$ cat config.mk
export PLATFORM = sky130hd
export DESIGN_NAME = mac_lookup_engine
export DESIGN_NICKNAME = d
export VERILOG_FILES = /design/src/rtl/mle_pkg.sv /design/src/rtl/mle_table.sv /design/src/rtl/mle_regs.sv /design/src/rtl/mle_search.sv /design/src/rtl/mac_lookup_engine.sv
export SDC_FILE = /design/constraint.sdc
export NUM_CORES = 2
export LEC_CHECK = 0
export ABC_CLOCK_PERIOD_IN_PS = 5600
export BUFFER_PORTS_ARGS = -buffer_cell sky130_fd_sc_hd__buf_2
export CAP_MARGIN = 20
export CORE_UTILIZATION = 45
export DETAILED_ROUTE_END_ITERATION = 7
export HOLD_SLACK_MARGIN = 0.06
export SLEW_MARGIN = 10
export SYNTH_ARGS = -nofsm -noshare
export SYNTH_HDL_FRONTEND = slang
export SYNTH_SLANG_ARGS = --single-unit
$ cat constraint.sdc
create_clock -name clk -period 5.6 [get_ports clk]
set_input_delay 0.28 -clock clk [delete_from_list [all_inputs] [get_ports clk]]
set_output_delay 0.28 -clock clk [all_outputs]
set_load 0.02 [all_outputs]
$ cat src/rtl/mle_pkg.sv
package mle_pkg;
  localparam int unsigned ENT_W     = 69;
  localparam int unsigned MAC_W     = 48;
  localparam int unsigned PNUM_W    = 2;
  localparam int unsigned MAX_PORTS = 3;

  typedef enum logic [1:0] {
    ET_FREE  = 2'd0,
    ET_ADDR  = 2'd1,
    ET_VLAN  = 2'd2,
    ET_VADDR = 2'd3
  } ent_type_e;

  typedef enum logic [1:0] {
    PS_OFF   = 2'd0,
    PS_BLOCK = 2'd1,
    PS_LEARN = 2'd2,
    PS_FWD   = 2'd3
  } port_state_e;

  // entry carries an address and so may take part in a match
  function automatic logic ent_has_addr(input logic [ENT_W-1:0] e);
    return (e[61:60] == ET_ADDR) || (e[61:60] == ET_VADDR);
  endfunction

  function automatic logic [MAC_W-1:0] ent_mac(input logic [ENT_W-1:0] e);
    return e[47:0];
  endfunction

  function automatic logic ent_mcast(input logic [ENT_W-1:0] e);
    return e[40];
  endfunction

  function automatic logic [PNUM_W-1:0] ent_port(input logic [ENT_W-1:0] e);
    return e[67:66];
  endfunction

  function automatic logic [MAX_PORTS-1:0] ent_pmask(input logic [ENT_W-1:0] e);
    return e[68:66];
  endfunction
endpackage

$ cat src/rtl/mle_table.sv
module mle_table #(
  parameter int unsigned ENTRIES = 16,
  parameter int unsigned WIDTH   = 69,
  localparam int unsigned IDX_W  = $clog2(ENTRIES)
) (
  input  logic             clk,
  input  logic             we,
  input  logic [IDX_W-1:0] waddr,
  input  logic [WIDTH-1:0] wdata,
  input  logic [IDX_W-1:0] raddr,
  output logic [WIDTH-1:0] rdata
);
  logic [WIDTH-1:0] mem [ENTRIES];

  always_ff @(posedge clk) begin
    if (we) mem[waddr] <= wdata;
  end

  always_ff @(posedge clk) begin
    rdata <= mem[raddr];
  end
endmodule

$ cat src/rtl/mle_regs.sv
module mle_regs
  import mle_pkg::*;
#(
  parameter int unsigned ENTRIES = 16,
  parameter int unsigned NPORTS  = 3,
  parameter int unsigned REG_AW  = 4,
  localparam int unsigned IDX_W  = $clog2(ENTRIES)
) (
  input  logic              clk,
  input  logic              rst,
  input  logic              reg_wr,
  input  logic              reg_rd,
  input  logic [REG_AW-1:0] reg_addr,
  input  logic [31:0]       reg_wdata,
  output logic [31:0]       reg_rdata,
  input  logic [ENT_W-1:0]  mem_q,
  output logic              enable,
  output logic [NPORTS-1:0] fwd_mask,
  output logic              clr_busy,
  output logic              tbl_we,
  output logic [IDX_W-1:0]  tbl_waddr,
  output logic [ENT_W-1:0]  tbl_wdata,
  output logic              ld_req,
  output logic [IDX_W-1:0]  ld_idx
);
  localparam logic [REG_AW-1:0] A_CTRL  = REG_AW'(0);
  localparam logic [REG_AW-1:0] A_TCTL  = REG_AW'(1);
  localparam logic [REG_AW-1:0] A_DW0   = REG_AW'(2);
  localparam logic [REG_AW-1:0] A_PORT0 = REG_AW'(5);
  localparam logic [IDX_W-1:0]  LAST    = IDX_W'(ENTRIES - 1);
  localparam int unsigned       TOP_W   = ENT_W - 64;

  logic [31:0]      dw [3];
  logic             vlan_q;
  logic [IDX_W-1:0] tidx_q;
  logic [IDX_W-1:0] clr_idx;
  logic             ld_pend;
  logic [1:0]       pst [NPORTS];
  logic             sel_tctl;
  logic             commit;
  logic [31:0]      rd_mux;

  assign sel_tctl  = reg_wr && (reg_addr == A_TCTL);
  assign commit    = sel_tctl && reg_wdata[31] && !clr_busy;
  assign ld_req    = sel_tctl && !reg_wdata[31];
  assign ld_idx    = reg_wdata[IDX_W-1:0];
  assign tbl_we    = clr_busy || commit;
  assign tbl_waddr = clr_busy ? clr_idx : reg_wdata[IDX_W-1:0];
  assign tbl_wdata = clr_busy ? '0 : {dw[0][TOP_W-1:0], dw[1], dw[2]};

  always_ff @(posedge clk) begin
    if (rst) begin
      enable   <= 1'b0;
      vlan_q   <= 1'b0;
      tidx_q   <= '0;
      clr_busy <= 1'b1;
      clr_idx  <= '0;
      ld_pend  <= 1'b0;
      for (int w = 0; w < 3; w++) dw[w] <= '0;
    end else begin
      ld_pend <= ld_req;
      if (clr_busy) begin
        clr_idx <= clr_idx + 1'b1;
        if (clr_idx == LAST) clr_busy <= 1'b0;
      end
      if (reg_wr) begin
        if (reg_addr == A_CTRL) begin
          enable <= reg_wdata[31];
          vlan_q <= reg_wdata[2];
          if (reg_wdata[30] && !clr_busy) begin
            clr_busy <= 1'b1;
            clr_idx  <= '0;
          end
        end
        if (reg_addr == A_TCTL) tidx_q <= reg_wdata[IDX_W-1:0];
        for (int w = 0; w < 3; w++)
          if (reg_addr == A_DW0 + REG_AW'(w)) dw[w] <= reg_wdata;
      end
      if (ld_pend) begin
        dw[0] <= 32'(mem_q[ENT_W-1:64]);
        dw[1] <= mem_q[63:32];
        dw[2] <= mem_q[31:0];
      end
    end
  end

  for (genvar p = 0; p < NPORTS; p++) begin : g_port
    logic [1:0] st_q;
    always_ff @(posedge clk) begin
      if (rst) st_q <= PS_OFF;
      else if (reg_wr && reg_addr == A_PORT0 + REG_AW'(p)) st_q <= reg_wdata[1:0];
    end
    assign pst[p]      = st_q;
    assign fwd_mask[p] = (st_q == PS_FWD);
  end

  always_comb begin
    rd_mux = '0;
    if (reg_addr == A_CTRL) rd_mux = {enable, clr_busy, 27'b0, vlan_q, 2'b0};
    if (reg_addr == A_TCTL) rd_mux = 32'(tidx_q);
    for (int w = 0; w < 3; w++)
      if (reg_addr == A_DW0 + REG_AW'(w)) rd_mux = dw[w];
    for (int p = 0; p < NPORTS; p++)
      if (reg_addr == A_PORT0 + REG_AW'(p)) rd_mux = {30'b0, pst[p]};
  end

  always_ff @(posedge clk) begin
    if (rst) reg_rdata <= '0;
    else if (reg_rd) reg_rdata <= rd_mux;
  end

  // the clear walk ends right after the last index has been written
  a_r11_clear_ends: assert property (@(posedge clk) disable iff (rst)
    (clr_busy && clr_idx == LAST) |=> !clr_busy);
endmodule

$ cat src/rtl/mle_search.sv
module mle_search
  import mle_pkg::*;
#(
  parameter int unsigned ENTRIES = 16,
  parameter int unsigned NPORTS  = 3,
  localparam int unsigned IDX_W  = $clog2(ENTRIES)
) (
  input  logic              clk,
  input  logic              rst,
  input  logic              enable,
  input  logic [NPORTS-1:0] fwd_mask,
  input  logic              clr_busy,
  input  logic              ld_req,
  input  logic [ENT_W-1:0]  mem_q,
  output logic [IDX_W-1:0]  scan_idx,
  input  logic              lk_valid,
  output logic              lk_ready,
  input  logic [MAC_W-1:0]  lk_mac,
  input  logic [PNUM_W-1:0] lk_port,
  output logic              rsp_valid,
  output logic              rsp_hit,
  output logic [NPORTS-1:0] rsp_mask
);
  localparam logic [IDX_W-1:0] LAST = IDX_W'(ENTRIES - 1);

  typedef enum logic {S_IDLE, S_SCAN} st_e;

  st_e               state;
  logic [IDX_W-1:0]  iss_idx, chk_idx;
  logic              iss_done, chk_v;
  logic [MAC_W-1:0]  mac_q;
  logic [PNUM_W-1:0] port_q;
  logic              accept, in_fwd, scan_issue, hit_now;
  logic [NPORTS-1:0] hit_mask;

  function automatic logic [NPORTS-1:0] port_bit(input logic [PNUM_W-1:0] p);
    for (int i = 0; i < NPORTS; i++) port_bit[i] = (p == PNUM_W'(i));
  endfunction

  assign lk_ready   = (state == S_IDLE) && !rsp_valid && !clr_busy;
  assign accept     = lk_valid && lk_ready;
  assign in_fwd     = |(port_bit(lk_port) & fwd_mask);
  assign scan_issue = (state == S_SCAN) && !iss_done && !ld_req;
  assign scan_idx   = iss_idx;
  assign hit_now    = chk_v && ent_has_addr(mem_q) && (ent_mac(mem_q) == mac_q);
  assign hit_mask   = ent_mcast(mem_q) ? ent_pmask(mem_q)[NPORTS-1:0]
                                       : port_bit(ent_port(mem_q));

  always_ff @(posedge clk) begin
    if (rst) begin
      state     <= S_IDLE;
      iss_idx   <= '0;
      iss_done  <= 1'b0;
      chk_v     <= 1'b0;
      chk_idx   <= '0;
      mac_q     <= '0;
      port_q    <= '0;
      rsp_valid <= 1'b0;
      rsp_hit   <= 1'b0;
      rsp_mask  <= '0;
    end else begin
      rsp_valid <= 1'b0;
      case (state)
        S_IDLE: if (accept) begin
          mac_q  <= lk_mac;
          port_q <= lk_port;
          if (!enable || !in_fwd) begin
            rsp_valid <= 1'b1;
            rsp_hit   <= 1'b0;
            rsp_mask  <= in_fwd ? (fwd_mask & ~port_bit(lk_port)) : '0;
          end else begin
            state    <= S_SCAN;
            iss_idx  <= '0;
            iss_done <= 1'b0;
            chk_v    <= 1'b0;
          end
        end
        S_SCAN: begin
          chk_v   <= scan_issue;
          chk_idx <= iss_idx;
          if (scan_issue) begin
            iss_idx <= iss_idx + 1'b1;
            if (iss_idx == LAST) iss_done <= 1'b1;
          end
          if (hit_now) begin
            rsp_valid <= 1'b1;
            rsp_hit   <= 1'b1;
            rsp_mask  <= hit_mask & fwd_mask;
            state     <= S_IDLE;
            chk_v     <= 1'b0;
          end else if (chk_v && chk_idx == LAST) begin
            rsp_valid <= 1'b1;
            rsp_hit   <= 1'b0;
            rsp_mask  <= fwd_mask & ~port_bit(port_q);
            state     <= S_IDLE;
            chk_v     <= 1'b0;
          end
        end
        default: state <= S_IDLE;
      endcase
    end
  end

  // no response names a port that was not forwarding when it was formed
  a_r7_fwd_only: assert property (@(posedge clk) disable iff (rst)
    rsp_valid |-> ((rsp_mask & ~$past(fwd_mask)) == '0));

  // a flooded answer never goes back out of the ingress port
  a_r9_no_ingress: assert property (@(posedge clk) disable iff (rst)
    (rsp_valid && !rsp_hit) |-> ((rsp_mask & port_bit(port_q)) == '0));

  // the response strobe lasts one cycle
  a_r13_pulse: assert property (@(posedge clk) disable iff (rst)
    rsp_valid |=> !rsp_valid);

  // no scan starts while the table is being wiped
  a_r11_no_scan_in_clear: assert property (@(posedge clk) disable iff (rst)
    (state == S_IDLE && lk_valid && clr_busy) |=> (state == S_IDLE));
endmodule

$ cat src/rtl/mac_lookup_engine.sv
module mac_lookup_engine
  import mle_pkg::*;
#(
  parameter int unsigned ENTRIES = 16,
  parameter int unsigned NPORTS  = 3,
  parameter int unsigned REG_AW  = 4,
  localparam int unsigned IDX_W  = $clog2(ENTRIES)
) (
  input  logic              clk,
  input  logic              rst,
  input  logic              reg_wr,
  input  logic              reg_rd,
  input  logic [REG_AW-1:0] reg_addr,
  input  logic [31:0]       reg_wdata,
  output logic [31:0]       reg_rdata,
  input  logic              lk_valid,
  output logic              lk_ready,
  input  logic [MAC_W-1:0]  lk_mac,
  input  logic [PNUM_W-1:0] lk_port,
  output logic              rsp_valid,
  output logic              rsp_hit,
  output logic [NPORTS-1:0] rsp_mask
);
  logic              enable, clr_busy, tbl_we, ld_req;
  logic [NPORTS-1:0] fwd_mask;
  logic [IDX_W-1:0]  tbl_waddr, ld_idx, scan_idx, rd_addr;
  logic [ENT_W-1:0]  tbl_wdata, mem_q;

  // table loads from the register side take the read port over the scan
  assign rd_addr = ld_req ? ld_idx : scan_idx;

  mle_table #(.ENTRIES(ENTRIES), .WIDTH(ENT_W)) u_table (
    .clk(clk), .we(tbl_we), .waddr(tbl_waddr), .wdata(tbl_wdata),
    .raddr(rd_addr), .rdata(mem_q)
  );

  mle_regs #(.ENTRIES(ENTRIES), .NPORTS(NPORTS), .REG_AW(REG_AW)) u_regs (
    .clk(clk), .rst(rst), .reg_wr(reg_wr), .reg_rd(reg_rd),
    .reg_addr(reg_addr), .reg_wdata(reg_wdata), .reg_rdata(reg_rdata),
    .mem_q(mem_q), .enable(enable), .fwd_mask(fwd_mask), .clr_busy(clr_busy),
    .tbl_we(tbl_we), .tbl_waddr(tbl_waddr), .tbl_wdata(tbl_wdata),
    .ld_req(ld_req), .ld_idx(ld_idx)
  );

  mle_search #(.ENTRIES(ENTRIES), .NPORTS(NPORTS)) u_search (
    .clk(clk), .rst(rst), .enable(enable), .fwd_mask(fwd_mask),
    .clr_busy(clr_busy), .ld_req(ld_req), .mem_q(mem_q), .scan_idx(scan_idx),
    .lk_valid(lk_valid), .lk_ready(lk_ready), .lk_mac(lk_mac),
    .lk_port(lk_port), .rsp_valid(rsp_valid), .rsp_hit(rsp_hit),
    .rsp_mask(rsp_mask)
  );
endmodule

==> out/qor.txt <==
largest area contributor in the netlist -> edfxtp_1
Pint -> 17100 µW
NumNets Final -> 3787
non-filler instance count after layout -> 5340
top-area cell type share of the netlist area -> 66.3%
Site Rows -> 125
DRT Pass-1 Iters -> 8
post-cts resize count -> 0
WHS -> 114 ps
sequential-to-total area share from yosys stat -> 74.3%
top cells by area, synth -> edfxtp_1 66%, dfxtp_1 8.0%, mux4_2 5.8%
antenna cells -> 0
number of synthesized flops with an enable pin -> 1173
vias in the first global route -> 30241
Worst slew margin -> 22.9%
R2R depth -> 5
clock power share -> 43.6%
TritonCTS Sinks -> 1385
syn nets -> 3534
VDD IR-drop max -> 0.000303 V
ys flop type -> edfxtp_1
ANT nets after route -> 0
worst setup path startpoint -> u_regs.clr_busy$_SDFF_PP1_
setup TNS -> 0 ps
period utilisation layout -> 63.3%
die width -> 346 µm
root buffer cell -> clkbuf_16
gr ovfl total -> 0
Critical Path RT -> 6020 ps
critical path's largest stage delay -> 830 ps
worst-path cell chain -> buf_4 > a21oi_1 > or2_1 > nor2_4 > buf_12
switching portion of total power -> 21.8%
Slew Viols, Final -> 0
Crit-path slowest cell -> nor2_4
Seq cells post-synth -> 1385
total of max-cap violations -> 0
area occupied by multi-input gates -> 13000 µm²
Die Ht -> 346 µm
crit-path max FO -> 48
first-pass GRT wire length -> 217000 µm
Layout fillers -> 9448
dpl hpwl -> 86400 µm
commonest non-fill, non-tap cells in the layout -> 1173 x edfxtp_1, 603 x nand2_1, 211 x dfxtp_1
share of layout cells above drive strength 1 -> 16.0%
Tot GR Track Use -> 25.3%
residual DRC count -> 0
Routed WL -> 152000 µm
largest net degree at the start of global routing -> 138
Cell Pwr Density -> 355 nW/µm²
reg2reg start -> u_regs.clr_busy$_SDFF_PP1_
critical path depth -> 5
CTS buffer count -> 143
Starting Density -> 45.5%
Leak -> 0.0227 µW
crit path kind -> flip-flop to flip-flop
placed cells -> 4962
Top Ports -> 129
vias post-DR -> 31501
worst setup path end -> u_table.mem[9][52]$_DFFE_PP_
worst skew pair latency -> 770 ps
initial antenna violation count -> 3
Syn Inst Count -> 3441
Switching Power -> 4760 µW
GPL Wtd Cong -> 0.879
final hold violations -> 0
Final min period -> 3550 ps
total core area -> 117000 µm²
r2r setup slk -> 2050 ps
CP Data Arrival Time -> 3960 ps
Yosys warnings -> 0
Die ar. -> 119000 µm²
Power Total -> 21900 µW
Worst-Margin Slew -> 1160 ps
Post-synth ARST share -> 0%
clock tree buffer depth -> 3
CTS tree -> built
sequential share of power -> 52.8%
Critical Path End Type -> flip-flop
Syn Area/Cell -> 15.4 µm²
clock slew at reported path FFs -> 60 ps
htree depth -> 4
family with the most delay on the worst path -> simple AND/OR/NAND/NOR gates
crit path launch type -> flip-flop
most common cell after layout, fill and taps aside -> edfxtp_1
Worst Path Buf+Inv -> 2
RSZ-0062 raised after global routing -> false
Syn Std Cell Area -> 53100 µm²
Comb pwr share -> 3.6%
WL/cell -> 28.5 µm
initial DRC count -> 3964
Seq. cell area -> 39500 µm²
R2R Path End -> u_table.mem[9][52]$_DFFE_PP_
number of vias per cell -> 5.90
status -> finished, final reports clean
Buffers on Ports -> 128
worst hold path class -> input pin to flip-flop
clock skew -> 34.2 ps
Final setup viols -> 0
f_max -> 282 MHz
Area growth syn-to-layout -> 16.1%
Yosys cell types -> 66
## repair_timing
item                                   CTS  global route
hold buffers                            92             0
setup buffers                            0             0
endpoints found under the hold margin  169             0
## metal layers
layer	GRT usage, %	part of all wire, %
met5	0	0
met3	6.28	10
met4	7.27	2.5
met2	38.4	45
met1	36.2	42
## tightest hold or removal path, delay by kind of cell
family	cells	cell delay (ps)
AND/OR/NAND/NOR	2	270
buffers and inverters	1	190
multiplexers	1	90
## stage by stage
step	instance area [µm²]	setup WS, ps	util (%)
6_report	61700	2050	52.9
5_1_grt	61700	1960	52.9
4_1_cts	61600	2020	52.8
3_5_place_dp	55900	1960	47.9
3_3_place_gp	55800	1980	47.9
2_1_floorplan	53100	714	-
## cell type report
cell class              instances  share of cell area, %
flip-flops and latches       1385                   64.0
inverters                      13                 0.0791
repair buffers                311                   4.14
well taps                    1524                   3.09
clock inverters                77                   1.36
clock buffers                 190                   6.33
multi-input cells            1840                   21.0
## synthesized netlist by cell type (16+ instances only)
cell / instances
a21oi_1: 120
a222oi_1: 26
a22oi_1: 142
buf_2: 33
buf_4: 25
clkbuf_1: 128
dfxtp_1: 212
edfxtp_1: 1173
mux2i_1: 163
mux4_2: 138
nand2_1: 604
nand3_1: 152
nand4_1: 76
nor2_1: 146
nor2b_1: 95
nor4_1: 17
xnor2_1: 16
xor2_1: 24
## cell families after synthesis
| logic type | after synthesis | synth area share [%] |
|---|---|---|
| fa+ha+maj | 2 | 0.0471 |
| flops | 1385 | 74.3 |
| compound gates | 346 | 4.50 |
| mux | 310 | 9.13 |
| simple gates | 1142 | 9.59 |
| buf+inv | 216 | 1.81 |
| xor+xnor | 40 | 0.659 |
## state kept, by name (all words and copies together) (netlist names), 2 cells and up
name                count
u_regs.clr_idx          4
u_regs.dw              96
u_regs.g_port.st_q      6
u_regs.reg_rdata       32
u_regs.tidx_q           4
u_search.chk_idx        4
u_search.mac_q         48
u_search.port_q         2
u_search.rsp_mask       3
u_search.scan_idx       4
u_table.mem          1104
u_table.rdata          69
## power by group through the flow
stage               Clock, µW  Combinational [µW]  Sequential, µW
global route            10000                 848           11600
floorplan                   0                 418           11700
global placement            0                 734           11800
CTS                      9650                 787           11500
finish                   9540                 790           11500
detailed placement          0                 737           11800
## worst min path at each step
stage	startpoint	end	slack, ps	cells past startpoint
after CTS	reg_addr[1]	u_regs.g_port[2].st_q[1]$_SDFFE_PP0P_	70	4
after global routing	reg_wdata[23]	u_regs.dw[0][55]$_DFFE_PP_	90	3
after global placement	u_search.mac_q[27]$_SDFFE_PP0P_	u_search.mac_q[27]$_SDFFE_PP0P_	460	2
after detailed placement	u_search.mac_q[29]$_SDFFE_PP0P_	u_search.mac_q[29]$_SDFFE_PP0P_	460	2
final	reg_addr[1]	u_regs.g_port[2].st_q[0]$_SDFFE_PP0P_	110	4
after floorplan	lk_mac[17]	u_search.mac_q[17]$_SDFFE_PP0P_	420	2
Note: power is estimated with default switching activity, not from simulation.
